## src/rtl/alu_flags_pkg.sv

```systemverilog
// Package: shared operation codes, status-word bit positions and fixed masks.
// Assumes a 32-bit packed status word whose layout does not depend on operand width.
package alu_flags_pkg;

    localparam int FLAGS_W = 32;

    // Operation encodings seen on op_code
    typedef enum logic [2:0] {
        OP_ADD  = 3'd0,
        OP_ADC  = 3'd1,
        OP_SUB  = 3'd2,
        OP_SBB  = 3'd3,
        OP_AND  = 3'd4,
        OP_OR   = 3'd5,
        OP_XOR  = 3'd6,
        OP_NONE = 3'd7
    } alu_op_e;

    // Status bit positions (decoded by neighbouring logic, so fixed)
    localparam int BIT_CARRY = 0;
    localparam int BIT_PAR   = 2;
    localparam int BIT_HALF  = 4;
    localparam int BIT_ZERO  = 6;
    localparam int BIT_SIGN  = 7;
    localparam int BIT_TRAP  = 8;
    localparam int BIT_INTEN = 9;
    localparam int BIT_DIR   = 10;
    localparam int BIT_OVF   = 11;

    // Fixed positions: bit 1 reads one; 3, 5, 15 and 31:22 read zero
    localparam logic [FLAGS_W-1:0] FIXED_ONE  = 32'h0000_0002;
    localparam logic [FLAGS_W-1:0] FIXED_ZERO = 32'hFFC0_8028;
    localparam logic [FLAGS_W-1:0] FLAGS_RST  = FIXED_ONE;

    // Bits an arithmetic/logic update may change
    localparam logic [FLAGS_W-1:0] STATUS_MASK =
        (32'd1 << BIT_CARRY) | (32'd1 << BIT_PAR)  | (32'd1 << BIT_HALF) |
        (32'd1 << BIT_ZERO)  | (32'd1 << BIT_SIGN) | (32'd1 << BIT_OVF);

    // Bits that keep their value through any status update
    localparam logic [FLAGS_W-1:0] HOLD_MASK = ~STATUS_MASK;

    // Status produced by one operation
    typedef struct packed {
        logic carry;
        logic parity;
        logic half;
        logic zero;
        logic sign;
        logic ovf;
    } status_t;

endpackage

```

## src/rtl/alu_addsub.sv

```systemverilog
// Adder/subtractor: computes a + b + cin or a - b - bin in one carry chain.
// Subtraction is done as a + ~b + ~bin, so the chain carry out is the inverse
// of the borrow. Assumes W >= 8 so that bit 4 exists.
module alu_addsub #(
    parameter int W = 32
) (
    input  logic         sub,
    input  logic         cin,
    input  logic [W-1:0] a,
    input  logic [W-1:0] b,
    output logic [W-1:0] res,
    output logic         carry,
    output logic         half,
    output logic         ovf
);
    localparam int EXT_W = W + 1;

    logic [W-1:0]     b_eff;
    logic             c_eff;
    logic [EXT_W-1:0] ext;

    // Invert the second operand and carry for subtraction, then add
    always_comb begin
        b_eff = sub ? ~b : b;
        c_eff = sub ? ~cin : cin;
        ext   = {1'b0, a} + {1'b0, b_eff} + {{W{1'b0}}, c_eff};
    end

    // Derive result, carry/borrow, bit-3 carry and signed overflow
    always_comb begin
        res   = ext[W-1:0];
        carry = sub ? ~ext[W] : ext[W];
        half  = a[4] ^ b[4] ^ ext[4];
        ovf   = (a[W-1] == b_eff[W-1]) && (ext[W-1] != a[W-1]);
    end
endmodule

```

## src/rtl/alu_logic.sv

```systemverilog
// Bitwise unit: AND, OR or XOR of the operands, chosen by a 2-bit select.
// Select 0 = AND, 1 = OR, 2 = XOR, 3 = zero. Built per bit with a generate loop.
module alu_logic #(
    parameter int W = 32
) (
    input  logic [1:0]   sel,
    input  logic [W-1:0] a,
    input  logic [W-1:0] b,
    output logic [W-1:0] res
);
    for (genvar i = 0; i < W; i++) begin : g_bit
        // One bit slice of the selected function
        always_comb begin
            unique case (sel)
                2'd0:    res[i] = a[i] & b[i];
                2'd1:    res[i] = a[i] | b[i];
                2'd2:    res[i] = a[i] ^ b[i];
                default: res[i] = 1'b0;
            endcase
        end
    end
endmodule

```

## src/rtl/alu_result_status.sv

```systemverilog
// Result-derived status: parity of the low byte, zero and sign.
// Assumes W >= 8. Parity is set for an even count of ones in bits 7:0.
module alu_result_status #(
    parameter int W = 32
) (
    input  logic [W-1:0] res,
    output logic         parity,
    output logic         zero,
    output logic         sign
);
    localparam int PAR_BITS = 8;

    // Fold the low byte into an odd-count bit, then invert for even parity
    always_comb begin
        logic odd;
        odd = 1'b0;
        for (int i = 0; i < PAR_BITS; i++) odd = odd ^ res[i];
        parity = ~odd;
    end

    // Zero and sign come straight from the whole result
    always_comb begin
        zero = (res == '0);
        sign = res[W-1];
    end
endmodule

```

## src/rtl/alu_flag_reg.sv

```systemverilog
// Packed status word register. A direct write loads every non-fixed bit.
// A status update writes only the six status bits. The direct write wins
// when both occur. Fixed bits are forced on every load.
module alu_flag_reg
    import alu_flags_pkg::*;
(
    input  logic               clk,
    input  logic               rst_n,
    input  logic               st_we,
    input  status_t            st_nxt,
    input  logic               wr_en,
    input  logic [FLAGS_W-1:0] wr_data,
    output logic [FLAGS_W-1:0] q
);
    // Hold, load directly, or merge new status bits
    always_ff @(posedge clk) begin
        if (!rst_n) begin
            q <= FLAGS_RST;
        end else if (wr_en) begin
            q <= (wr_data & ~FIXED_ZERO) | FIXED_ONE;
        end else if (st_we) begin
            q[BIT_CARRY] <= st_nxt.carry;
            q[BIT_PAR]   <= st_nxt.parity;
            q[BIT_HALF]  <= st_nxt.half;
            q[BIT_ZERO]  <= st_nxt.zero;
            q[BIT_SIGN]  <= st_nxt.sign;
            q[BIT_OVF]   <= st_nxt.ovf;
        end
    end

    // fixed positions keep their constant values
    p_fixed_bits_r10: assert property (@(posedge clk) disable iff (!rst_n)
        ((q & FIXED_ZERO) == '0) && q[1]);

    // a direct write lands one cycle later with fixed bits forced
    p_direct_write_r10: assert property (@(posedge clk) disable iff (!rst_n)
        wr_en |=> q == (($past(wr_data) & ~FIXED_ZERO) | FIXED_ONE));

    // with neither write source active the word is stable
    p_hold_idle_r9: assert property (@(posedge clk) disable iff (!rst_n)
        (!wr_en && !st_we) |=> $stable(q));

    // a status update leaves every other bit alone
    p_ctrl_kept_r11: assert property (@(posedge clk) disable iff (!rst_n)
        (st_we && !wr_en) |=> (q & HOLD_MASK) == ($past(q) & HOLD_MASK));
endmodule

```

## src/rtl/int_alu_flags.sv

```systemverilog
// Top: integer ALU with a packed status word.
// Decodes the operation, chains the stored carry into add-with-carry and
// subtract-with-borrow, selects the result and feeds the status register.
// Assumes DATA_W >= 8. The result is combinational; the status is registered.
module int_alu_flags
    import alu_flags_pkg::*;
#(
    parameter int DATA_W = 32
) (
    input  logic               clk,
    input  logic               rst_n,
    input  logic [DATA_W-1:0]  opnd_a,
    input  logic [DATA_W-1:0]  opnd_b,
    input  logic [2:0]         op_code,
    input  logic               flag_upd_en,
    input  logic               fw_en,
    input  logic [FLAGS_W-1:0] fw_data,
    output logic [DATA_W-1:0]  alu_out,
    output logic [FLAGS_W-1:0] flags_out
);
    alu_op_e     op;
    logic        is_arith;
    logic        is_logic;
    logic        is_sub;
    logic        use_cin;
    logic [1:0]  lg_sel;
    logic        chain_in;
    logic [DATA_W-1:0] as_res;
    logic [DATA_W-1:0] lg_res;
    logic        as_carry;
    logic        as_half;
    logic        as_ovf;
    logic        r_par;
    logic        r_zero;
    logic        r_sign;
    status_t     st_nxt;
    logic        st_we;

    assign op = alu_op_e'(op_code);

    // Decode the operation class and sub-function
    always_comb begin
        is_arith = 1'b0;
        is_logic = 1'b0;
        is_sub   = 1'b0;
        use_cin  = 1'b0;
        lg_sel   = 2'd3;
        unique case (op)
            OP_ADD:  is_arith = 1'b1;
            OP_ADC:  begin is_arith = 1'b1; use_cin = 1'b1; end
            OP_SUB:  begin is_arith = 1'b1; is_sub = 1'b1; end
            OP_SBB:  begin is_arith = 1'b1; is_sub = 1'b1; use_cin = 1'b1; end
            OP_AND:  begin is_logic = 1'b1; lg_sel = 2'd0; end
            OP_OR:   begin is_logic = 1'b1; lg_sel = 2'd1; end
            OP_XOR:  begin is_logic = 1'b1; lg_sel = 2'd2; end
            default: ;
        endcase
    end

    // Carry or borrow in comes from the stored carry bit
    assign chain_in = use_cin & flags_out[BIT_CARRY];

    alu_addsub #(.W(DATA_W)) u_addsub (
        .sub   (is_sub),
        .cin   (chain_in),
        .a     (opnd_a),
        .b     (opnd_b),
        .res   (as_res),
        .carry (as_carry),
        .half  (as_half),
        .ovf   (as_ovf)
    );

    alu_logic #(.W(DATA_W)) u_logic (
        .sel (lg_sel),
        .a   (opnd_a),
        .b   (opnd_b),
        .res (lg_res)
    );

    // Select the result of the active unit; unused code yields zero
    always_comb begin
        if (is_arith)      alu_out = as_res;
        else if (is_logic) alu_out = lg_res;
        else               alu_out = '0;
    end

    alu_result_status #(.W(DATA_W)) u_rstat (
        .res    (alu_out),
        .parity (r_par),
        .zero   (r_zero),
        .sign   (r_sign)
    );

    // Assemble the next status; logic ops clear carry/overflow, keep half carry
    always_comb begin
        st_nxt.carry  = is_arith & as_carry;
        st_nxt.ovf    = is_arith & as_ovf;
        st_nxt.half   = is_arith ? as_half : flags_out[BIT_HALF];
        st_nxt.parity = r_par;
        st_nxt.zero   = r_zero;
        st_nxt.sign   = r_sign;
        st_we         = flag_upd_en & (is_arith | is_logic);
    end

    alu_flag_reg u_flags (
        .clk     (clk),
        .rst_n   (rst_n),
        .st_we   (st_we),
        .st_nxt  (st_nxt),
        .wr_en   (fw_en),
        .wr_data (fw_data),
        .q       (flags_out)
    );

    // code 7 produces zero and never moves the status word
    p_none_op_r13: assert property (@(posedge clk) disable iff (!rst_n)
        (op_code == 3'd7 && !fw_en) |=> $stable(flags_out));

    // logic operations leave carry and overflow cleared
    p_logic_cv_r8: assert property (@(posedge clk) disable iff (!rst_n)
        (flag_upd_en && !fw_en && op_code[2] && op_code != 3'd7)
        |=> (!flags_out[BIT_CARRY] && !flags_out[BIT_OVF]));

    // the stored zero bit matches the result of the updating operation
    p_zero_track_r7: assert property (@(posedge clk) disable iff (!rst_n)
        (flag_upd_en && !fw_en && op_code != 3'd7)
        |=> flags_out[BIT_ZERO] == ($past(alu_out) == '0));

    // the stored sign bit matches the result's top bit
    p_sign_track_r7: assert property (@(posedge clk) disable iff (!rst_n)
        (flag_upd_en && !fw_en && op_code != 3'd7)
        |=> flags_out[BIT_SIGN] == $past(alu_out[DATA_W-1]));

    // with the update enable low the word does not change
    p_no_update_r9: assert property (@(posedge clk) disable iff (!rst_n)
        (!flag_upd_en && !fw_en) |=> $stable(flags_out));
endmodule

```

## config.mk

```make
export PLATFORM = sky130hd
export DESIGN_NAME = int_alu_flags
export DESIGN_NICKNAME = d
export VERILOG_FILES = /design/src/rtl/alu_flags_pkg.sv /design/src/rtl/alu_addsub.sv /design/src/rtl/alu_logic.sv /design/src/rtl/alu_result_status.sv /design/src/rtl/alu_flag_reg.sv /design/src/rtl/int_alu_flags.sv
export SDC_FILE = /design/constraint.sdc
export NUM_CORES = 1
export LEC_CHECK = 0
export ABC_AREA = 1
export BUFFER_PORTS_ARGS = -buffer_cell sky130_fd_sc_hd__buf_2
export CAP_MARGIN = 20
export CORE_ASPECT_RATIO = 0.7
export CORE_MARGIN = 2
export CORE_UTILIZATION = 29
export CTS_BUF_LIST = sky130_fd_sc_hd__clkbuf_8
export DETAILED_ROUTE_END_ITERATION = 8
export PLACE_DENSITY = 0.56
export SYNTH_ARGS = -nofsm -noshare
export SYNTH_HDL_FRONTEND = slang
export SYNTH_SLANG_ARGS = --single-unit
export TNS_END_PERCENT = 100
```

## constraint.sdc

```tcl
create_clock -name clk -period 5.45 [get_ports clk]
set_input_delay 0.8175 -clock clk [delete_from_list [all_inputs] [get_ports clk]]
set_output_delay 0.8175 -clock clk [all_outputs]
set_load 0.02 [all_outputs]
```

==> impl_metrics.toml, run 1 <==
[sta]
fin_worst_skew_ns = 0.0008695
worst_pin_slew_ns = 0.9053
fmax_mhz = 209.4
min_period_ns = 4.775
grt_setup_unrepaired = "no"
fin_crit_sh_pct = 87.61
slew_violations = 0
finalHoldViolCount = 0
slew_headroom_pct = 39.64
setup_ws_ns = 0.6755
finalSetupTns_ns = 0
setup_viol = 0

[clock_network]
cts_sinks = 18
cts_made_buffers = 3
tritoncts = "yes"
ctsResizeCount = 0
cts_hold_buf = 0
post_cts_buffers = 0
htree_num_levels = 1
clk_latency_ns = 0.25
root_buffer = "clkbuf_8"
cts.clk_slew.worst_paths_ns = 0.06
cts_buffer_depth = 2

[routing]
drt.antenna.violating_nets = 0
vias = 6285
viasPerCell = 4.551
drtIter0Drc = 357
firstDrtPassIters = 5
drt-total-wl_um = 18270
route.detailed.drc = 0
routedWlPerCell_um = 13.23

[critical_path]
required_ns = 4.63
path_max_fanout = 34
endpoint_kind = "output port"
r2r_setup_slack_ns = 2.02
timing_worst_setup_path_type = "in2out"
startpoint_type = "input pin"
r2r_cells = 20
cp.arrival_ns = 3.96

[synthesis]
netlist_area_mm2 = 0.005650
async_flop_share_pct = 0
synth_edf_count = 0
netlist_top_cells_area = "ha_1 21%, nand2_1 19%, inv_1 13%"
synth_ff_type = "dfxtp_1"
synth_top_area_cell = "ha_1"
synthCells = 992
synth_top_area_share_pct = 21.48
postSynthAreaPerCell_um2 = 5.696
ys_seq_elements = 18
synth_seq_area_share_pct = 6.377
ys_types = 39
ys_warn_count = 0

[die]
start_util_pct = 29.70
rows = 42
dieArea_mm2 = 0.02063
die_h_um = 120.8
chipWidth_um = 170.8
coreArea_mm2 = 0.01902
num_io_pins = 167

[power_and_ir_drop]
cellLeakagePower_nw = 4.051
p_per_area_mw_per_mm2 = 159.0
ir_drop_v = 0.0001202
power_mw = 1.049

[global_route]
antenna_found_initial = 1
overflow = 0
grt_usage_pct = 17.56
grt_max_degree = 35
grt_pass1_vias = 5871
grt_pass1_wl_um = 29440

[finish]
fill_cells = 2184
nNetsFinal = 1321
most-common-layout-cells = "286 x nand2_1, 192 x inv_1, 138 x buf_2"
drive_above_1_share_pct = 15.58
final_cell_count_no_fill = 1381
largest_register_ffs = 18
fin_util_pct = 34.70
syn_to_final_growth_pct = 16.83
top_regs = "u_flags.q (18)"
regMostFlops = "u_flags.q"
antenna_cells = 0
layout_commonest_cell = "nand2_1"

[place]
place_hpwl_um = 15530
place_inst = 1378
place_ws_ns = 0.7562
gp_congestion = 0.8836
portBuffers = 138

[flow_run]
max_cap_viol_count = 0

[status]
status = "finished, final reports clean"

[hold_path]
whs_path_depth = 2
hold_path_class = "reg2reg"
[kinds of logic after synthesis]
| group | share of synthesized area (%) |
|---|---|
| xor+xnor | 5.713 |
| other cells | 0.1329 |
| compound gates | 10.61 |
| simple gates | 38.06 |
| buf+inv | 16.92 |
| flops | 6.377 |
| fa+ha+maj | 22.19 |
[worst max-delay path, cell delays in order]
cell and delay [ns]:
buf_2 0.16, inv_2 0.07, buf_4 0.38, nand3_1 0.15
xor2_1 0.18, fa_1 0.44, inv_1 0.09, fa_1 0.16
inv_1 0.08, nand3_1 0.10, nand2_1 0.14, nand3_1 0.11
nand3_1 0.31, nand2_1 0.25, nand2_1 0.10, nand2_1 0.07
nand3_1 0.07, nand2_1 0.11, buf_2 0.17
[report_power, final]
group / internal, mW / switching [mW] / leakage [nW] / total, mW
Clock: 0.0490 / 0.0409 / 0.0216 / 0.0899
Sequential: 0.141 / 0.00493 / 0.149 / 0.146
Combinational: 0.272 / 0.541 / 3.88 / 0.813
Total: 0.462 / 0.587 / 4.05 / 1.05
[layer usage]
| layer | global-route usage (%) | routed length, um | vias to the layer above |
|---|---|---|---|
| li1 | - | - | 3330 |
| met1 | 26.45 | 9661 | 2761 |
| met2 | 26.64 | 7194 | 184 |
| met3 | 3.110 | 1338 | 8 |
| met4 | 1.854 | 63 | 2 |
| met5 | 0 | 16 | - |
[synthesized netlist by cell type, types with 2 or more instances]
master and number:
conb_1 2, nand2_1 287, buf_4 16, ha_1 97, o211ai_1 4, dfxtp_1 18, nor3_1 9, o22ai_1 3
buf_2 8, nand2_2 6, nor2_2 5, buf_1 2, o21ai_1 4, a31oi_1 5, inv_1 192, o21ai_0 15
fa_1 2, a221oi_2 4, clkbuf_1 5, o21bai_1 3, a21oi_1 32, nand3b_1 7, nand4_1 14, inv_2 6
buf_6 2, nor2_1 106, xor2_1 35, nand3_1 74, a221oi_1 18, nor2_4 2
[path summary, 6_finish.rpt]
path	start	end
max	op_code[2]	alu_out[28]
min	u_flags.q[20]	u_flags.q[20]
max reg2reg	u_flags.q[0]	u_flags.q[6]
min reg2reg	u_flags.q[20]	u_flags.q[20]
[final cells by class]
| type | instances | area, um^2 | share of cell area (%) |
|---|---|---|---|
| flip-flops and latches | 18 | 360.3 | 5.459 |
| well taps | 264 | 330.3 | 5.004 |
| inverters | 199 | 747.0 | 11.32 |
| repair buffers | 143 | 740.7 | 11.22 |
| multi-input cells | 754 | 4382 | 66.38 |
| clock buffers | 3 | 41.29 | 0.6255 |
[through the flow]
step | cell area (um^2) | hold WS (ns)
6_report | 6601 | 0.4982
3_3_place_gp | 6560 | 0.4731
5_1_grt | 6601 | 0.5407
4_1_cts | 6601 | 0.4992
3_5_place_dp | 6560 | 0.4794
2_1_floorplan | 5695 | 0.5749
Power figures use the tool's default switching activity.
==> run 2, diff against run 1 <==
- CELL_PAD_IN_SITES_DETAIL_PLACEMENT: not set -> 0
- CELL_PAD_IN_SITES_GLOBAL_PLACEMENT: not set -> 2
- CORE_UTILIZATION: 29 -> 27
- PLACE_DENSITY: 0.56 -> 0.9
==> run 2 against run 1 <==
  * Clock skew is essentially flat
  * Count of clock-buffer cells in the layout did not move
  * Register-to-register slack got worse by 0.12 ns
  * Sequential share of layout area about the same
  * Cell area rose by 0.27%
  * First-iteration DRC count fell by 7.3%
  * Critical path type unchanged
==> impl_metrics.toml, run 2 (synthesized netlist as in run 1, its figures left out) <==
[routing]
viasPerCell = 4.509
drt.antenna.violating_nets = 0
route.detailed.drc = 0
drt-total-wl_um = 18700
drtIter0Drc = 331
routedWlPerCell_um = 13.41
firstDrtPassIters = 5
vias = 6290

[critical_path]
r2r_cells = 21
cp.arrival_ns = 3.74
r2r_start = "u_flags.q[0]"
required_ns = 4.63
path_max_fanout = 16
critical_path_buf_inv_count = 5
endpoint_kind = "output port"
timing_worst_setup_path_type = "in2out"
path_cells = "buf_2 -> inv_2 -> nand2_2 -> buf_4 -> xor2_1 -> ha_1 -> nand2_1 -> inv_1 -> nand2_1 -> nand2_1 -> nand2_1 -> nand2_1 -> a21oi_1 -> nand2_2 -> nand2_2 -> nand2_1 -> nand2_1 -> nand3_1 -> nand2_1 -> buf_2"
r2r_end = "u_flags.q[6]"
cpMaxStageDelayCell = "ha_1"
startpoint_type = "input pin"
r2r_setup_slack_ns = 1.90
max_stage_delay_ns = 0.39
cp_top_family = "simple AND/OR/NAND/NOR gates"
path_common_cell = "nand2_1"

[sta]
worst_pin_slew_ns = 0.9290
setup_viol = 0
fin_crit_sh_pct = 83.55
finalSetupTns_ns = 0
fmax_mhz = 219.6
min_period_ns = 4.554
slew_headroom_pct = 37.92
grt_setup_unrepaired = "no"
finalHoldViolCount = 0
fin_worst_skew_ns = 0.0005579
slew_violations = 0

[flow_run]
max_cap_viol_count = 0

[power_and_ir_drop]
power.switching_mw = 0.5941
swShare_pct = 56.20
ir_drop_v = 0.0001226
cellLeakagePower_nw = 4.056
pwr-share-clk_pct = 8.6
p_seq_share_pct = 13.8
p_per_area_mw_per_mm2 = 159.7
p_int_mw = 0.4631
power_frac_comb_pct = 77.6

[clock_network]
cts_sinks = 18
cts_made_buffers = 3
cts.clk_slew.worst_paths_ns = 0.07
htree_num_levels = 1
tritoncts = "yes"
root_buffer = "clkbuf_8"
clk_latency_ns = 0.25
cts_buffer_depth = 2
post_cts_buffers = 0
cts_hold_buf = 0
ctsResizeCount = 0

[finish]
antenna_cells = 0
most-common-layout-cells = "286 x nand2_1, 192 x inv_1, 138 x buf_2"
drive_above_1_share_pct = 15.73
nNetsFinal = 1323
fin_area_mm2 = 0.006619
layout_commonest_cell = "nand2_1"
syn_to_final_growth_pct = 17.14
largest_register_ffs = 18
regMostFlops = "u_flags.q"
final_cell_count_no_fill = 1395
top_regs = "u_flags.q (18)"
fin_util_pct = 32.06

[global_route]
grt_max_degree = 29
grt_pass1_vias = 5929
antenna_found_initial = 0
grt_usage_pct = 16.80
overflow = 0
grt_pass1_wl_um = 30500

[place]
place_inst = 1392
portBuffers = 138
place_hpwl_um = 15970
gp_congestion = 0.8694
postPlaceCellArea_mm2 = 0.006578

[die]
num_io_pins = 167
start_util_pct = 27.37
chipWidth_um = 176.9
coreArea_mm2 = 0.02064
die_h_um = 125.0
dieArea_mm2 = 0.02212
rows = 44

[hold_path]
whs_path_depth = 2
hold_path_class = "reg2reg"
worstHoldStart = "u_flags.q[12]"
hold_path_end = "u_flags.q[12]"

[status]
status = "finished, final reports clean"
run 2: changes by cell type in the layout (fill, tap and decap cells not counted):
cell	previous run	this run
buf_4	4	7
buf_12	1	0
run 2: routing by layer:
layer  up-vias  global-route usage, %  wire length (um)
li1       3336                      -                 -
met1      2797                  26.90             10460
met2       153                  24.84              7169
met3         4                  1.399              1006
met4         0                  1.361                68
met5         -                      0                 0
run 2: power groups by stage:
stage	Clock, mW	Sequential (mW)	Combinational, mW
after CTS	0.0937	0.146	0.822
after global placement	0	0.148	0.814
after global routing	0.0991	0.147	0.934
after detailed placement	0	0.149	0.817
final	0.0913	0.146	0.820
after floorplan	0	0.160	0.563
run 2: tightest hold or removal path: cells and delay by family, from the launching register on:
kind / cells / cell delay [ns]
flops: 1 / 0.32
simple gates: 1 / 0.07
compound gates: 1 / 0.07
run 2: how the worst max path moves through the flow:
stage | start | to | slack, ns | cells past startpoint
floorplan | op_code[2] | alu_out[18] | 1.03 | 17
global placement | op_code[2] | alu_out[31] | 0.91 | 20
detailed placement | op_code[2] | u_flags.q[6] | 0.88 | 23
CTS | op_code[2] | alu_out[31] | 0.90 | 20
global route | op_code[2] | alu_out[31] | 0.61 | 20
finish | op_code[2] | alu_out[31] | 0.90 | 20
run 2: layout make-up:
class | count | area (um^2)
multi-input combinational | 754 | 4382
fill | 2464 | 14030
inverter | 199 | 747.0
tap | 276 | 345.3
sequential | 18 | 360.3
timing repair buffer | 145 | 743.2
clock buffer | 3 | 41.29
run 2: through the flow:
step / power (mW) / hold WS [ns] / setup slack [ns]
floorplan: 0.7228 / 0.5749 / 1.025
global placement: 0.9621 / 0.4708 / 0.9073
detailed placement: 0.9654 / 0.4815 / 0.8772
CTS: 1.062 / 0.5001 / 0.8974
global route: 1.180 / 0.5420 / 0.6090
finish: 1.057 / 0.5004 / 0.8965
==> run 3, diff against run 2 <==
- clock period: 5.45 -> 4.2 ns (I/O delays scaled with it)
==> run 3 against run 2 <==
  * Worst hold slack worse by 0.0018 ns
  * Count of clock-buffer cells in the layout increased by 1
  * Core utilization increased by 0.42 points
  * Clock skew barely moved
  * First-iteration DRC count is 3.9% higher
  * Via count barely moved
  * Flip-flop and latch count unchanged
  * Power is 33% higher
  * Combinational power up 30%
  * Critical endpoint unchanged
  * Highest routed layer unchanged
==> impl_metrics.toml, run 3 (synthesized netlist as in run 1, its figures left out) <==
[power_and_ir_drop]
cellLeakagePower_nw = 4.108
pwr-share-clk_pct = 10.0
p_int_mw = 0.6309
power.switching_mw = 0.7740
p_per_area_mw_per_mm2 = 209.5
power_frac_comb_pct = 76.5
ir_drop_v = 0.0002093
swShare_pct = 55.10
p_seq_share_pct = 13.5

[finish]
final_cell_count_no_fill = 1404
fill_cells = 2400
antenna_cells = 0
syn_to_final_growth_pct = 18.67
top_regs = "u_flags.q (18)"
regMostFlops = "u_flags.q"
nNetsFinal = 1331
largest_register_ffs = 18
layout_commonest_cell = "nand2_1"
fin_area_mm2 = 0.006705
most-common-layout-cells = "286 x nand2_1, 192 x inv_1, 138 x buf_2"
fin_util_pct = 32.48
drive_above_1_share_pct = 16.40

[critical_path]
timing_worst_setup_path_type = "in2out"
path_max_fanout = 17
critical_path_buf_inv_count = 6
required_ns = 3.57
cpMaxStageDelayCell = "buf_4"
max_stage_delay_ns = 0.33
startpoint_type = "input pin"
path_common_cell = "nand2_1"
cp_top_family = "simple AND/OR/NAND/NOR gates"
endpoint_kind = "output port"
path_cells = "buf_2 -> inv_2 -> nand2_2 -> buf_4 -> xor2_1 -> ha_1 -> nand2_1 -> inv_1 -> nand2_1 -> nand2_1 -> inv_1 -> nand2_1 -> a21oi_1 -> nand2_2 -> nand2_2 -> nand2_1 -> nand2_1 -> nand3_1 -> nand2_1 -> buf_2"
cp.arrival_ns = 3.29

[die]
rows = 44
die_h_um = 125.0
chipWidth_um = 176.9
coreArea_mm2 = 0.02064
num_io_pins = 167
dieArea_mm2 = 0.02212
start_util_pct = 27.37

[sta]
finalSetupTns_ns = 0
fin_crit_sh_pct = 93.38
worst_pin_slew_ns = 0.5087
slew_headroom_pct = 65.88
min_period_ns = 3.922
finalHoldViolCount = 0
fin_worst_skew_ns = 0.0004763
grt_setup_unrepaired = "no"
fmax_mhz = 255.0
setup_viol = 0
slew_violations = 0

[clock_network]
ctsResizeCount = 0
root_buffer = "clkbuf_8"
clk_latency_ns = 0.25
tritoncts = "yes"
cts_hold_buf = 0
cts_buffer_depth = 2
cts.clk_slew.worst_paths_ns = 0.07
htree_num_levels = 1
cts_made_buffers = 3
cts_sinks = 18
post_cts_buffers = 0

[status]
status = "finished, final reports clean"

[place]
place_inst = 1400
gp_congestion = 0.8577
portBuffers = 138
place_hpwl_um = 16010
postPlaceCellArea_mm2 = 0.006650

[global_route]
grt_max_degree = 28
grt_pass1_vias = 6040
overflow = 0
grt_usage_pct = 16.81
grt_pass1_wl_um = 30660
antenna_found_initial = 0

[routing]
drt.antenna.violating_nets = 0
vias = 6284
routedWlPerCell_um = 13.30
route.detailed.drc = 0
firstDrtPassIters = 5
drt-total-wl_um = 18670
drtIter0Drc = 344
viasPerCell = 4.476

[hold_path]
hold_path_class = "reg2reg"

[flow_run]
max_cap_viol_count = 0
## run 3: path summary, 6_finish.rpt
check,start,endpoint,slack (ns),cells after the start
worst min register to register,u_flags.q[9],u_flags.q[9],0.50,2
worst min-delay path,u_flags.q[9],u_flags.q[9],0.50,2
worst max register to register,u_flags.q[0],u_flags.q[6],0.85,22
worst max-delay path,op_code[2],alu_out[31],0.28,20
## run 3: worst reg2reg max path, cell delays in order, from the launching register on
cell and delay (ns):
dfxtp_1 0.36, nand3_1 0.10, xor2_1 0.16, fa_1 0.27, inv_1 0.08, fa_1 0.36, inv_1 0.09, nand3_1 0.09
nand2_1 0.17, nand2_1 0.09, nand2_1 0.10, nand2_1 0.06, nand3_1 0.13, nand3_1 0.11, nor2_1 0.18, nand2_1 0.10
nor2_1 0.09, buf_4 0.14, nand3_1 0.06, nor2_1 0.12, buf_4 0.14, nand3_1 0.13, a21oi_1 0.16
## run 3: area by class of cell
cell class,instances,area (um^2),share of cell area [%]
multi-input combinational,754,4382,65.35
timing repair buffer,153,815.8,12.17
inverter,199,747.0,11.14
sequential,18,360.3,5.374
tap,276,345.3,5.150
clock buffer,4,55.05,0.8210
## run 3: metal layers
metal  global-route usage, %  vias up  part of all wire, %
li1                        -     3353                    -
met1                   27.06     2788                   56
met5                       0        -                    0
met4                   1.070        0                 0.16
met3                   1.247        4                  4.6
met2                   24.91      139                   39
## run 3: power by group through the flow
stage               clock network (mW)  registers (mW)  logic (mW)
finish                           0.141           0.189        1.07
global route                     0.152           0.191        1.22
CTS                              0.143           0.189        1.08
detailed placement                   0           0.193        1.07
global placement                     0           0.192        1.07
floorplan                            0           0.208       0.730
## run 3: stage by stage
stage	setup WS (ns)	hold WS (ns)	power (mW)
3_3_place_gp	0.3020	0.4720	1.261
4_1_cts	0.2584	0.5002	1.413
2_1_floorplan	0.1500	0.5749	0.9380
3_5_place_dp	0.2724	0.4813	1.266
5_1_grt	0.06299	0.5316	1.563
6_report	0.2781	0.4985	1.405
